**src/rtl/hwloop_pkg.sv**
```systemverilog
package hwloop_pkg;
    typedef enum logic [1:0] {
        SEL_SEQ = 2'b00,
        SEL_RPT = 2'b01,
        SEL_BR  = 2'b10
    } npc_sel_t;

    typedef enum logic [1:0] {
        ST_OFF   = 2'd0,
        ST_MULTI = 2'd1,
        ST_FINAL = 2'd2
    } lp_state_t;
endpackage

```
**src/rtl/hwloop_match.sv**
```systemverilog
module hwloop_match #(
    parameter int AW = 32
) (
    input  logic [AW-1:0] pc,
    input  logic [AW-1:0] end_addr,
    output logic          hit
);
    // bit 0 of the end register is the arm flag; address bit 0 is ignored
    assign hit = end_addr[0] && (pc[AW-1:1] == end_addr[AW-1:1]);
endmodule

```
**src/rtl/hwloop_count.sv**
```systemverilog
module hwloop_count #(
    parameter int CW = 12
) (
    input  logic          clk,
    input  logic          rst_n,
    input  logic          ld,
    input  logic [CW-1:0] ld_val,
    input  logic          dec,
    output logic [CW-1:0] cnt,
    output logic [CW-1:0] cnt_next
);
    always_comb begin
        if (ld)       cnt_next = ld_val;
        else if (dec) cnt_next = cnt - 1'b1;
        else          cnt_next = cnt;
    end

    always_ff @(posedge clk or negedge rst_n) begin
        if (!rst_n) cnt <= '0;
        else        cnt <= cnt_next;
    end

    // a decrement without a load lowers the count by exactly one
    p_dec_step_r3: assert property (@(posedge clk) disable iff (!rst_n)
        (dec && !ld) |=> (cnt == $past(cnt) - 1'b1));
    // a load always wins
    p_load_wins_r8: assert property (@(posedge clk) disable iff (!rst_n)
        ld |=> (cnt == $past(ld_val)));
endmodule

```
**src/rtl/hwloop_fsm.sv**
```systemverilog
module hwloop_fsm
    import hwloop_pkg::*;
#(
    parameter int CW = 12
) (
    input  logic          clk,
    input  logic          rst_n,
    input  logic          done,
    input  logic          hit,
    input  logic          br_taken,
    input  logic [CW-1:0] cnt,
    input  logic [CW-1:0] cnt_next,
    output npc_sel_t      sel,
    output logic          dec
);
    lp_state_t state, state_nx;

    always_comb begin
        if (cnt_next == '0)                   state_nx = ST_OFF;
        else if (cnt_next == {{(CW-1){1'b0}}, 1'b1}) state_nx = ST_FINAL;
        else                                  state_nx = ST_MULTI;
    end

    always_ff @(posedge clk or negedge rst_n) begin
        if (!rst_n) state <= ST_OFF;
        else        state <= state_nx;
    end

    always_comb begin
        sel = SEL_SEQ;
        dec = 1'b0;
        if (done) begin
            if (hit) begin
                unique case (state)
                    ST_OFF: begin
                        sel = br_taken ? SEL_BR : SEL_SEQ;
                    end
                    ST_MULTI: begin
                        dec = 1'b1;
                        sel = br_taken ? SEL_BR : SEL_RPT;
                    end
                    ST_FINAL: begin
                        dec = 1'b1;
                        sel = br_taken ? SEL_BR : SEL_SEQ;
                    end
                    default: begin
                        sel = SEL_SEQ;
                    end
                endcase
            end else begin
                sel = br_taken ? SEL_BR : SEL_SEQ;
            end
        end
    end

    // a zero count never redirects to the loop start
    p_off_no_rpt_r5: assert property (@(posedge clk) disable iff (!rst_n)
        (cnt == '0) |-> (sel != SEL_RPT));
    // without the complete strobe the select stays sequential
    p_stall_seq_r9: assert property (@(posedge clk) disable iff (!rst_n)
        !done |-> (sel == SEL_SEQ && !dec));
    // a count of one never loops back
    p_final_fall_r4: assert property (@(posedge clk) disable iff (!rst_n)
        (cnt == {{(CW-1){1'b0}}, 1'b1}) |-> (sel != SEL_RPT));
endmodule

```
**src/rtl/hw_loop_ctrl.sv**
```systemverilog
module hw_loop_ctrl
    import hwloop_pkg::*;
#(
    parameter int AW   = 32,
    parameter int CW   = 12,
    parameter int STEP = 4
) (
    input  logic          clk,
    input  logic          rst_n,
    input  logic [AW-1:0] cur_pc,
    input  logic          done,
    input  logic          ld_start,
    input  logic          ld_end,
    input  logic          ld_count,
    input  logic [AW-1:0] ld_data,
    input  logic          br_taken,
    input  logic [AW-1:0] br_target,
    output logic [1:0]    npc_sel,
    output logic [AW-1:0] npc_target,
    output logic [CW-1:0] rpt_count
);
    localparam logic [AW-1:0] INC = AW'(STEP);

    logic [AW-1:0] start_q, end_q;
    logic [CW-1:0] cnt, cnt_next;
    logic          hit, dec;
    npc_sel_t      sel;

    always_ff @(posedge clk or negedge rst_n) begin
        if (!rst_n) begin
            start_q <= '0;
            end_q   <= '0;
        end else begin
            if (ld_start) start_q <= ld_data;
            if (ld_end)   end_q   <= ld_data;
        end
    end

    hwloop_match #(.AW(AW)) u_match (
        .pc       (cur_pc),
        .end_addr (end_q),
        .hit      (hit)
    );

    hwloop_count #(.CW(CW)) u_count (
        .clk      (clk),
        .rst_n    (rst_n),
        .ld       (ld_count),
        .ld_val   (ld_data[CW-1:0]),
        .dec      (dec),
        .cnt      (cnt),
        .cnt_next (cnt_next)
    );

    hwloop_fsm #(.CW(CW)) u_fsm (
        .clk      (clk),
        .rst_n    (rst_n),
        .done     (done),
        .hit      (hit),
        .br_taken (br_taken),
        .cnt      (cnt),
        .cnt_next (cnt_next),
        .sel      (sel),
        .dec      (dec)
    );

    always_comb begin
        unique case (sel)
            SEL_RPT: npc_target = start_q;
            SEL_BR:  npc_target = br_target;
            default: npc_target = cur_pc + INC;
        endcase
    end

    assign npc_sel   = sel;
    assign rpt_count = cnt;

    // a loop-start select always carries the start register
    p_rpt_target_r3: assert property (@(posedge clk) disable iff (!rst_n)
        (npc_sel == 2'b01) |-> (npc_target == start_q));
    // a taken branch off the loop end leaves the count alone
    p_br_keep_r10: assert property (@(posedge clk) disable iff (!rst_n)
        (done && br_taken && !hit && !ld_count) |=> $stable(rpt_count));
endmodule

```
**config.mk**
```make
export PLATFORM = sky130hd
export DESIGN_NAME = hw_loop_ctrl
export DESIGN_NICKNAME = d
export VERILOG_FILES = /design/src/rtl/hwloop_pkg.sv /design/src/rtl/hwloop_match.sv /design/src/rtl/hwloop_count.sv /design/src/rtl/hwloop_fsm.sv /design/src/rtl/hw_loop_ctrl.sv
export SDC_FILE = /design/constraint.sdc
export NUM_CORES = 1
export LEC_CHECK = 0
export ABC_AREA = 1
export BUFFER_PORTS_ARGS = -buffer_cell sky130_fd_sc_hd__buf_2
export CAP_MARGIN = 25
export CORE_ASPECT_RATIO = 0.6
export CORE_MARGIN = 8
export CORE_UTILIZATION = 49
export DETAILED_ROUTE_END_ITERATION = 8
export PLACE_DENSITY = 0.85
export SYNTH_ARGS = -nofsm -noshare
export SYNTH_HDL_FRONTEND = slang
export SYNTH_SLANG_ARGS = --single-unit
```
**constraint.sdc**
```tcl
create_clock -name clk -period 2.7 [get_ports clk]
set_input_delay 0.405 -clock clk [delete_from_list [all_inputs] [get_ports clk]]
set_output_delay 0.405 -clock clk [all_outputs]
set_load 0.02 [all_outputs]
```
---- Word-level counts from Yosys, hierarchy flattened ----
Cells that the tools add are included.
word-level totals
  register bits ........................... 78
  output and inout port bits .............. 46
  logic and storage cells ................. 30
operators by class
  add/sub/neg operators ................... 2
  equality and inequality tests ........... 6
  muxes and demuxes ....................... 13
  reduce and logical (&&, ||, !) cells .... 5
operator list
  cell                                                                    count
  32-bit one-hot mux with 2 select lines                                  1
  32-bit by 3-bit adder with 32-bit output, second input constant         1
  31-bit equality test                                                    1
  12-bit two-way mux                                                      2
  12-bit by 1-bit equality test with 1-bit output, second input constant  1
  12-bit zero test                                                        1
  2-bit two-way mux                                                       6
  12-bit by 1-bit subtractor with 12-bit output, second input constant    1
  2-bit by 1-bit equality test with 1-bit output, second input constant   2
  2-bit equality test, second input constant                              2
  2-bit one-hot mux with 2 select lines                                   1
  2-bit OR reduction                                                      2
  1-bit two-way mux                                                       3
  2-bit zero test                                                         1
  1-bit logical AND                                                       1

---- Longest topological paths before layout ----
Gate-level depths: netlist of the first run.
  depth after elaboration ................. 10
  depth in mapped cells ................... 18
  gate-level depth less buffers ........... 17

---- By module ----
From an unflattened synthesis of the first run, not the netlist that was laid out.
unflattened totals
  cell total of the unflattened synthesis .. 831
  area total of the unflattened synthesis .. 5539.1 um2
by module, submodules not included
  module        times used  cells an instance  area an instance (um2)  sequential area each (um2)
  hw_loop_ctrl  1           518                3930.0                  1601.5
  hwloop_count  1           114                753.2                   300.3
  hwloop_match  1           169                643.1                   0.0
  hwloop_fsm    1           30                 212.7                   50.0

---- Worst setup path before layout of the first run ----
Ideal clock, no wire load.
  path kind ............................... input-to-output
  start point ............................. input cur_pc[9]
  end point ............................... output npc_target[18]
  arrival ................................. 2.840 ns
  required time ........................... 2.295 ns
  setup slack ............................. -0.545 ns
  stages .................................. 17
  path buffers ............................ 3
  cells stage by stage .................... inv_1 nand2_1 nand2_1 nor2_1 nand2_1 nor2_1 nand2_1 nor2_2 buf_6 o21ai_0 and3_1 inv_1 ha_1 clkbuf_1 clkbuf_1 o21ai_0 o21ai_0
between the ends
  word-level cells in the longest chain between the ends .. 6
  elaborated cells on any way between the ends .. 8
ends and longest elaborated chain
  what                                                                                          RTL line            RTL
  from (decl)                                                                                   hw_loop_ctrl.sv:10  input logic [AW-1:0] cur_pc,
  31-bit equality test *                                                                        hwloop_match.sv:9   assign hit = end_addr[0] && (pc[AW-1:1] == end_addr[AW-1:1]);
  1-bit logical AND *                                                                           hwloop_match.sv:9
  2-bit two-way mux *                                                                           hwloop_fsm.sv:33    if (hit) begin
  2-bit two-way mux *                                                                           hwloop_fsm.sv:32    if (done) begin
  net npc_sel[1]                                                                                hw_loop_ctrl.sv:18  output logic [1:0] npc_sel,
  2-bit equality test / 2-bit by 1-bit equality test with 1-bit output (equally long branches)  hw_loop_ctrl.sv:68  unique case (sel)
  32-bit one-hot mux with 2 select lines *                                                      hw_loop_ctrl.sv:68
  to (decl)                                                                                     hw_loop_ctrl.sv:19  output logic [AW-1:0] npc_target,
The timed path passes the listed nets; every way through them passes the cells marked *.

---- Final worst setup path of the first run ----
  start point ............................. register end_q[31]
  end point ............................... output npc_target[7]
between the ends
  word-level cells in the longest chain between the ends .. 6
  elaborated cells on any way between the ends .. 7
ends and longest elaborated chain
  what                                                                                          RTL line            RTL
  from (decl)                                                                                   hw_loop_ctrl.sv:24  logic [AW-1:0] start_q, end_q;
  from (signal assigned)                                                                        hw_loop_ctrl.sv:35  if (ld_end) end_q <= ld_data;
  31-bit equality test *                                                                        hwloop_match.sv:9
  1-bit logical AND *                                                                           hwloop_match.sv:9
  2-bit two-way mux *                                                                           hwloop_fsm.sv:33
  2-bit two-way mux *                                                                           hwloop_fsm.sv:32
  2-bit equality test / 2-bit by 1-bit equality test with 1-bit output (equally long branches)  hw_loop_ctrl.sv:68
  32-bit one-hot mux with 2 select lines *                                                      hw_loop_ctrl.sv:68
Every way passes the cells marked *; elsewhere a longest branch is shown, timed or not.

==> run metrics, run 1 <==
Worst EP arrival=3.03 ns; unrepaired setup endpoints after global routing=true; commonest non-fill, non-tap cell in the layout=nand2_1; post-layout min period=3.44 ns; largest net degree at the start of global routing=42; Skew-Pair Late Insertion Delay=0.35 ns; Power Density=~440 nW/um^2; WL final=31,600 um; final worst slack=-0.738 ns; vias in the first global route=7,741; DR vias=8,330; gr ovfl total=0; cell leakage power=4.74 nW; Post-DP Area=7680 um^2; ys async rst share=100%; Final ANT Viol Nets=0; fraction of layout cells with a size suffix above 1=46.5%; Netlist Area Pre-Place=5620 um^2; Via density=6.37; core area=roughly 11,000 um^2; Final Wtd Congestion=about 1; Hold WS=0.0344 ns; Detailed Routing Iterations Pass 1=9; CTS tree=yes; Synth Flop Type=dfrtp_1; IO Pins=149; final core utilization=82.4%; Startpoint Class=flop; CTS H-tree lvls=3; row cnt=30; WL per Instance=around 24 um; max cap viols=0; initial antenna violation count=4; Die Area=15,300 um^2; Cell variety after synth=38; GRT Resource Usage Total=36.0%; first-pass GRT wire length=42,800 um; Synth Warn #=0; Final period util=127%; status=finished with violations; DRC Markers=3; number of port buffers=148; Clock Tree Root=clkbuf_16; Detailed Place HPWL=18,900 um; Worst slew margin=45.1%; Seq/Total Area, Yosys=34.8%; Mapped Cells=857; CP Capture Type=primary output; design area=9250 um^2; chip width=154 um; failing checks=DRC, setup timing; most frequent cells in the layout=nand2_1 (234), buf_4 (159), buf_2 (115); synth-to-layout area growth=64.7%; initial core utilization=50.0%; HP Class=input pin to async pin; peak supply drop=around 360 uV; Fin. Hold Viols=0; syn_nets=966; Tightest Pin Transition=0.823 ns; Iter 0 DRT Violations=1,479; worst-path fanout max=6; Critical Path RT=2.30 ns; Avg Inst Size Synth=around 6.6 um^2; Setup CP Type=flop to primary output; Die Y=roughly 99 um; Worst-path clk slew=roughly 0.070 ns; worst clock skew=0.0136 ns; clk buf depth=2; Final #Nets=around 1,300; Final Max Slew Viols=0; #FFs+latches synth=78; EDFF count, synth=0; Final Setup Violations=35; total CTS buffers=9; maximum clock rate=291 MHz; CTS sink cnt=78
==> critical path, cell delays in order (launching register included) <==
cell and delay, ns:
dfrtp_1 0.40, inv_1 0.12, nand2_1 0.11, nand2_2 0.11, nor2_1 0.16, nand2_1 0.09, nor2_2 0.11, nand2_2 0.08
nor2_4 0.17, o21ai_2 0.09, and3_4 0.20, buf_6 0.12, ha_4 0.22, buf_6 0.14, a221oi_2 0.29, a31oi_2 0.08
buf_4 0.18
==> cell usage after synthesis (6+ instances only) <==
master	n	area share, %
ha_1	6	1.3
dfrtp_1	78	35
o21ai_0	56	5.0
inv_1	105	7.0
nor3_1	15	1.3
nand4_1	25	2.8
xor2_1	15	2.3
nand2_1	294	20
a21oi_1	41	3.7
a22oi_1	8	1.1
nand3_1	29	2.6
mux2_2	25	5.0
clkbuf_1	24	1.6
nor2_1	90	6.0
==> repair_timing <==
item | 4_1_cts | 5_1_grt
endpoints found under the setup margin | 32 | 39
gates resized for setup | 153 | 114
hold buffers | 0 | 0
pin swaps | 31 | 59
buffers inserted | 15 | 11
gates cloned | 5 | 1
==> per-layer routing <==
metal | global-route usage, % | vias to the layer above | wire [um]
li1 | - | 3332 | -
met1 | 46.9 | 3732 | 11200
met2 | 51.0 | 968 | 12400
met3 | 16.8 | 294 | 5690
met4 | 12.8 | 4 | 2230
met5 | 0 | - | 27
==> kinds of logic after synthesis <==
| kind of cell | synth area share (%) |
|---|---|
| simple gates | 35.4 |
| buf+inv | 9.42 |
| compound gates | 11.1 |
| flops | 34.8 |
| mux | 5.01 |
| xor+xnor | 2.96 |
| fa+ha+maj | 1.34 |
==> power by group <==
group / internal [mW] / leakage [nW] / switching (mW)
logic: 0.570 / 3.66 / 0.811
clock network: 0.748 / 0.149 / 0.555
registers: 1.27 / 0.931 / 0.101
==> flip-flops by register name, indices dropped and copies added, names as in the netlist <==
name	cells
end_q	32
u_count.cnt	12
start_q	32
u_fsm.state	2
==> cell type report <==
class	count	area [um^2]
Clock inverter	6	68.8
Fill cell	572	1970
Clock buffer	10	239
Tap cell	144	180
Multi-Input combinational cell	641	3950
Sequential cell	78	1950
Inverter	109	438
Antenna cell	1	2.50
Timing Repair Buffer	319	2420
==> final timing paths <==
| kind | from | endpoint | slack (ns) | cells after the start |
|---|---|---|---|---|
| max | end_q[31]$_DFFE_PN0P_ | npc_target[7] | -0.74 | 16 |
| min | rst_n | start_q[17]$_DFFE_PN0P_ | 0.03 | 1 |
| max reg2reg | end_q[27]$_DFFE_PN0P_ | u_fsm.state[1]$_DFF_PN0_ | -0.30 | 24 |
| min reg2reg | start_q[5]$_DFFE_PN0P_ | start_q[5]$_DFFE_PN0P_ | 0.53 | 1 |
| max in group asynchronous | rst_n | u_count.cnt[5]$_DFF_PN0_ | 2.00 | 2 |
| min in group clk | ld_data[23] | end_q[23]$_DFFE_PN0P_ | 0.29 | 3 |
==> metrics by stage <==
step / setup TNS, ns / power, mW / worst slack [ns] / std cells
floorplan: -0.0463 / 1.88 / -0.00735 / 857
global placement: -9.54 / 2.38 / -0.482 / 1260
detailed placement: -11.62 / 2.40 / -0.514 / 1260
CTS: -10.94 / 3.82 / -0.352 / 1296
global route: -23.81 / 4.15 / -0.783 / 1307
finish: -21.65 / 4.06 / -0.738 / 1308
Note: power is estimated with default switching activity, not from simulation.
==> run 2, diff against run 1 <==
--- a/config.mk
+++ b/config.mk
@@ -16,3 +16,4 @@
 export SYNTH_ARGS = -nofsm -noshare
 export SYNTH_HDL_FRONTEND = slang
 export SYNTH_SLANG_ARGS = --single-unit
+export TNS_END_PERCENT = 5
==> constraint.sdc (replaced) <==
create_clock -name clk -period 2.8 [get_ports clk]
set_input_delay 0.42 -clock clk [delete_from_list [all_inputs] [get_ports clk]]
set_output_delay 0.42 -clock clk [all_outputs]
set_load 0.02 [all_outputs]
==> run metrics, run 2 (synthesized netlist as in run 1, its figures left out) <==
cell leakage power=between 4 and 5 nW; Worst slew margin=between 30% and 40%; status=finished with violations; hold buffers post-CTS=0; WL per Instance=around 19 um; Clock Tree Root=clkbuf_16; Power Density=~430 nW/um^2; Post-Place Cells=approximately 1,200; Via density=roughly 5.6; Final period util=112%; chip width=154 um; Top Usage Layer GRT=met2; GR Util met3=11.2%; met1 GRT Util=between 40% and 50%; Buf/Inv on CP=4; largest net degree at the start of global routing=47; GRT Resource Usage Total=30.4%; Iter 0 DRT Violations=750; max cap viols=0; number of port buffers=~150; crit path cell chain=inv_2 -> nand2_2 -> nand2_2 -> nor2_1 -> nand2_1 -> nor2_1 -> nand2_2 -> nor2_2 -> o21ai_1 -> and3_4 -> inv_2 -> ha_4 -> buf_12 -> a21oi_2 -> a22oi_2 -> buf_4; design area=about 8300 um^2; Tightest Pin Transition=0.932 ns; Final Setup Violations=34; Worst-path clk slew=0.07 ns; Max stage delay on crit path=0.44 ns; WL final=23,700 um; Final Wtd Congestion=1.04; grt met2 use=43.2%; Final #Nets=1,234; post-layout min period=around 3.1 ns; Critical Path RT=roughly 2.4 ns; peak supply drop=315 uV; IO Pins=around 150; DRC Markers=0; Post-DP Area=7580 um^2; worst clock skew=0.00905 ns; CTS sink cnt=78; Skew-Pair Late Insertion Delay=0.35 ns; synth-to-layout area growth=48.1%; Detailed Place HPWL=17,900 um; worst-path fanout max=30; maximum clock rate=318 MHz; Fin. Hold Viols=0; DR vias=around 7,000; initial antenna violation count=0; core area=11,200 um^2; final worst slack=-0.349 ns; failing checks=setup timing; fraction of layout cells with a size suffix above 1=37.3%; biggest regs=end_q: 32 flops, start_q: 32 flops, u_count.cnt: 12 flops; most frequent cells in the layout=nand2_1 (277), buf_4 (146), buf_2 (116); CTS H-tree lvls=3; unrepaired setup endpoints after global routing=true; critical path's top delay family=simple AND/OR/NAND/NOR gates; Setup CP Type=flop to primary output; HP Class=input pin to async pin; total CTS buffers=9; Die Area=between 15,000 and 20,000 um^2; CP Capture Type=primary output; initial core utilization=50.0%; CP max-delay cell=dfrtp_1; Post-Layout Cell Count=roughly 1,300; Worst EP arrival=2.73 ns; clk buf depth=2; row cnt=30; cell mode on critical path=nand2_2; Final Max Slew Viols=0; Final ANT Viol Nets=0; Startpoint Class=flop; diode count=0; CTS tree=yes; Detailed Routing Iterations Pass 1=6; gr ovfl total=0; first-pass GRT wire length=36,500 um; Die Y=98.9 um; commonest non-fill, non-tap cell in the layout=nand2_1; vias in the first global route=around 6,900
## run 2: cell count changes in the layout (fill, tap and decap cells not counted), sizes merged
cell / delta
buf: -31
clkinv: -3
clkbuf: -2
clkinvlp: +2
inv: +1
diode: -1
## run 2: routing by layer
metal	routed length [um]	vias to the layer above	part of all wire, %
met3	3300	46	14
met2	9720	453	41
met5	0	-	0
met4	348	0	1.5
li1	-	3270	-
met1	10400	3338	44
## run 2: power breakdown
part           internal (mW)  total [mW]  switching (mW)
Clock                  0.720        1.24           0.516
Sequential              1.23        1.31          0.0777
Combinational          0.444        1.07           0.627
## run 2: area by class of cell
class,count,area [um^2]
clock buffers,10,239
clock inverters,6,70.1
fillers,847,2910
inverters,109,412
multi-input cells,641,3450
flip-flops and latches,78,1950
well taps,144,180
repair buffers,286,2020
## run 2: worst reg2reg max path: stages, from the launching register on
cell and delay (ns):
dfrtp_1 0.44, inv_2 0.10, nand2_2 0.07, nand2_2 0.07
nor2_1 0.09, nand2_1 0.06, nor2_1 0.14, nand2_2 0.10
buf_4 0.14, buf_4 0.12, buf_4 0.12, buf_4 0.12
buf_4 0.12, buf_4 0.12, buf_4 0.12, buf_4 0.13
nor3_4 0.20, nand4_1 0.10, nand3_1 0.12, nand3_1 0.11
nor2_2 0.16, o21ai_0 0.11
## run 2: final timing paths
path / cells past startpoint / endpoint / slack, ns / from
max: 16 / npc_target[17] / -0.35 / end_q[27]$_DFFE_PN0P_
min: 1 / start_q[27]$_DFFE_PN0P_ / 0.01 / rst_n
max reg2reg: 21 / u_fsm.state[0]$_DFF_PN0_ / -0.15 / end_q[27]$_DFFE_PN0P_
min reg2reg: 1 / start_q[26]$_DFFE_PN0P_ / 0.51 / start_q[26]$_DFFE_PN0P_
max in group asynchronous: 2 / end_q[10]$_DFFE_PN0P_ / 2.15 / rst_n
min in group clk: 3 / end_q[31]$_DFFE_PN0P_ / 0.29 / ld_data[31]
## run 2: repair_timing
| item | 4_1_cts | 5_1_grt |
|---|---|---|
| gates resized for setup | 71 | 46 |
| gates cloned | 2 | 0 |
| pin swaps | 11 | 6 |
| buffers inserted | 7 | 1 |
| endpoints found under the setup margin | 32 | 34 |
## run 2: metrics by stage
step	TNS, ns	hold WS (ns)	setup slack [ns]	total power [mW]	util (%)
2_1_floorplan	0	0.124	0.00672	1.81	-
3_3_place_gp	-6.27	0.398	-0.280	2.26	67.5
3_5_place_dp	-6.56	0.398	-0.272	2.28	67.5
4_1_cts	-6.24	0.0304	-0.247	3.55	72.8
5_1_grt	-12.11	0.0416	-0.430	3.75	74.1
6_report	-9.97	0.0123	-0.349	3.61	74.1
==> run 3, diff against run 2 <==
--- a/config.mk
+++ b/config.mk
@@ -12,6 +12,7 @@
 export CORE_MARGIN = 8
 export CORE_UTILIZATION = 49
 export DETAILED_ROUTE_END_ITERATION = 8
+export HOLD_SLACK_MARGIN = 0.1
 export PLACE_DENSITY = 0.85
 export SYNTH_ARGS = -nofsm -noshare
 export SYNTH_HDL_FRONTEND = slang
==> run metrics, run 3 (synthesized netlist as in run 1, its figures left out) <==
final worst slack=-0.362 ns; GRT Resource Usage Total=30.4%; worst-path fanout max=30; Final ANT Viol Nets=0; Startpoint Class=flop; CTS H-tree lvls=3; Hold WS=0.295 ns; sw frac=33.7%; Fin. Hold Viols=0; Worst slew margin=38.0%; CTS tree=yes; WL per Instance=18.6 um; unrepaired setup endpoints after global routing=true; Die Y=98.9 um; failing checks=setup timing; peak supply drop=314 uV; Reg power frac=around 36%; Power Density=between 400 and 500 nW/um^2; initial antenna violation count=0; gr ovfl total=0; clk buf depth=2; Skew-Pair Late Insertion Delay=0.35 ns; Final Max Slew Viols=0; NetSw=1.22 mW; Cell Int Power=2.39 mW; status=finished with violations; Logic pwr share=29.7%; Worst-path clk slew=0.07 ns; worst hold stages=3; initial core utilization=50.0%; chip width=154 um; maximum clock rate=approximately 320 MHz; WL final=around 24,000 um; first-pass GRT wire length=36,500 um; worst clock skew=approximately 0.0085 ns; HP Class=input pin to flop; Setup CP Type=flop to primary output; Clock Tree Root=clkbuf_16; Die Area=15,300 um^2; Final Setup Violations=34; Via density=5.52; diode count=0; commonest non-fill, non-tap cell in the layout=nand2_1; fraction of layout cells with a size suffix above 1=between 30% and 40%; Worst EP arrival=~2.7 ns; Tightest Pin Transition=0.929 ns; core area=between 10,000 and 15,000 um^2; Critical Path RT=between 2 and 2.5 ns; CP Capture Type=primary output; row cnt=30; clock power share=34.1%; synth-to-layout area growth=48.3%; dpl ws=-0.272 ns; Design Power=3.61 mW; setup_tns=-10.03 ns; Post-DP Area=7580 um^2; Final Wtd Congestion=1.04; Final period util=113%; most frequent cells in the layout=nand2_1 (277), buf_4 (146), buf_2 (116); max cap viols=0; IO Pins=149; Final #Nets=1,235; Detailed Routing Iterations Pass 1=5; post-layout min period=3.16 ns; vias in the first global route=6,864; DRC Markers=0; number of port buffers=~150; Detailed Place HPWL=17,900 um; design area=8330 um^2; largest net degree at the start of global routing=47; Iter 0 DRT Violations=approximately 700; biggest regs=end_q: 32 flops, start_q: 32 flops, u_count.cnt: 12 flops; CTS sink cnt=78; cell leakage power=4.38 nW; cells on worst reg2reg path=21; DR vias=between 7,000 and 8,000; total CTS buffers=9
==> run 3: cell count changes in the layout (fill, tap and decap cells not counted), sizes merged <==
cell and delta:
dlygate4sd3 +1
==> run 3: worst max-delay path, cell delays in order, from the launching register on <==
cell	delay [ns]
dfrtp_1	0.44
inv_2	0.10
nand2_2	0.07
nand2_2	0.07
nor2_1	0.08
nand2_1	0.06
nor2_1	0.13
nand2_2	0.09
nor2_2	0.14
o21ai_1	0.08
and3_4	0.17
inv_2	0.07
ha_4	0.22
buf_12	0.18
a21oi_1	0.22
a21oi_2	0.09
buf_4	0.16
==> run 3: area by class of cell <==
| type | count | area [um^2] |
|---|---|---|
| Multi-Input combinational cell | 641 | 3450 |
| Fill cell | 847 | 2900 |
| Timing Repair Buffer | 287 | 2030 |
| Sequential cell | 78 | 1950 |
| Inverter | 109 | 412 |
| Clock buffer | 10 | 239 |
| Tap cell | 144 | 180 |
| Clock inverter | 6 | 70.1 |
==> run 3: final timing paths <==
kind,start,end,slack [ns]
max in group asynchronous,rst_n,end_q[10]$_DFFE_PN0P_,1.60
min reg2reg,start_q[11]$_DFFE_PN0P_,start_q[11]$_DFFE_PN0P_,0.51
max reg2reg,end_q[27]$_DFFE_PN0P_,u_fsm.state[0]$_DFF_PN0_,-0.14
min in group asynchronous,rst_n,start_q[27]$_DFFE_PN0P_,0.55
min,ld_data[31],end_q[31]$_DFFE_PN0P_,0.29
max,end_q[27]$_DFFE_PN0P_,npc_target[24],-0.36
==> run 3: metal layers <==
metal | wire (um) | track usage (%) | part of all wire [%] | up-vias
met5 | 0 | 0 | 0 | -
met4 | 418 | 6.37 | 1.8 | 0
met3 | 3360 | 11.2 | 14 | 50
met2 | 9620 | 43.2 | 41 | 459
met1 | 10300 | 42.9 | 43 | 3261
li1 | - | - | - | 3268
==> run 3: metrics by stage <==
stage | utilization (%) | std cells
floorplan | - | 857
global placement | 67.5 | 1248
detailed placement | 67.5 | 1248
CTS | 72.9 | 1274
global route | 74.2 | 1275
finish | 74.2 | 1275
==> run 3: repair_timing <==
item,CTS,global route
cloned,2,0
buffers inserted,7,1
pin swaps,11,6
setup endpoints to repair,32,34
resized for setup,71,46
hold buffers,1,0
endpoints found under the hold margin,33,0
==> run 3: power groups by stage <==
stage / Combinational [mW] / Sequential [mW] / Clock [mW]
global route: 1.15 / 1.32 / 1.28
CTS: 1.01 / 1.30 / 1.24
global placement: 0.945 / 1.31 / 0
detailed placement: 0.960 / 1.32 / 0
finish: 1.07 / 1.31 / 1.23
floorplan: 0.489 / 1.32 / 0
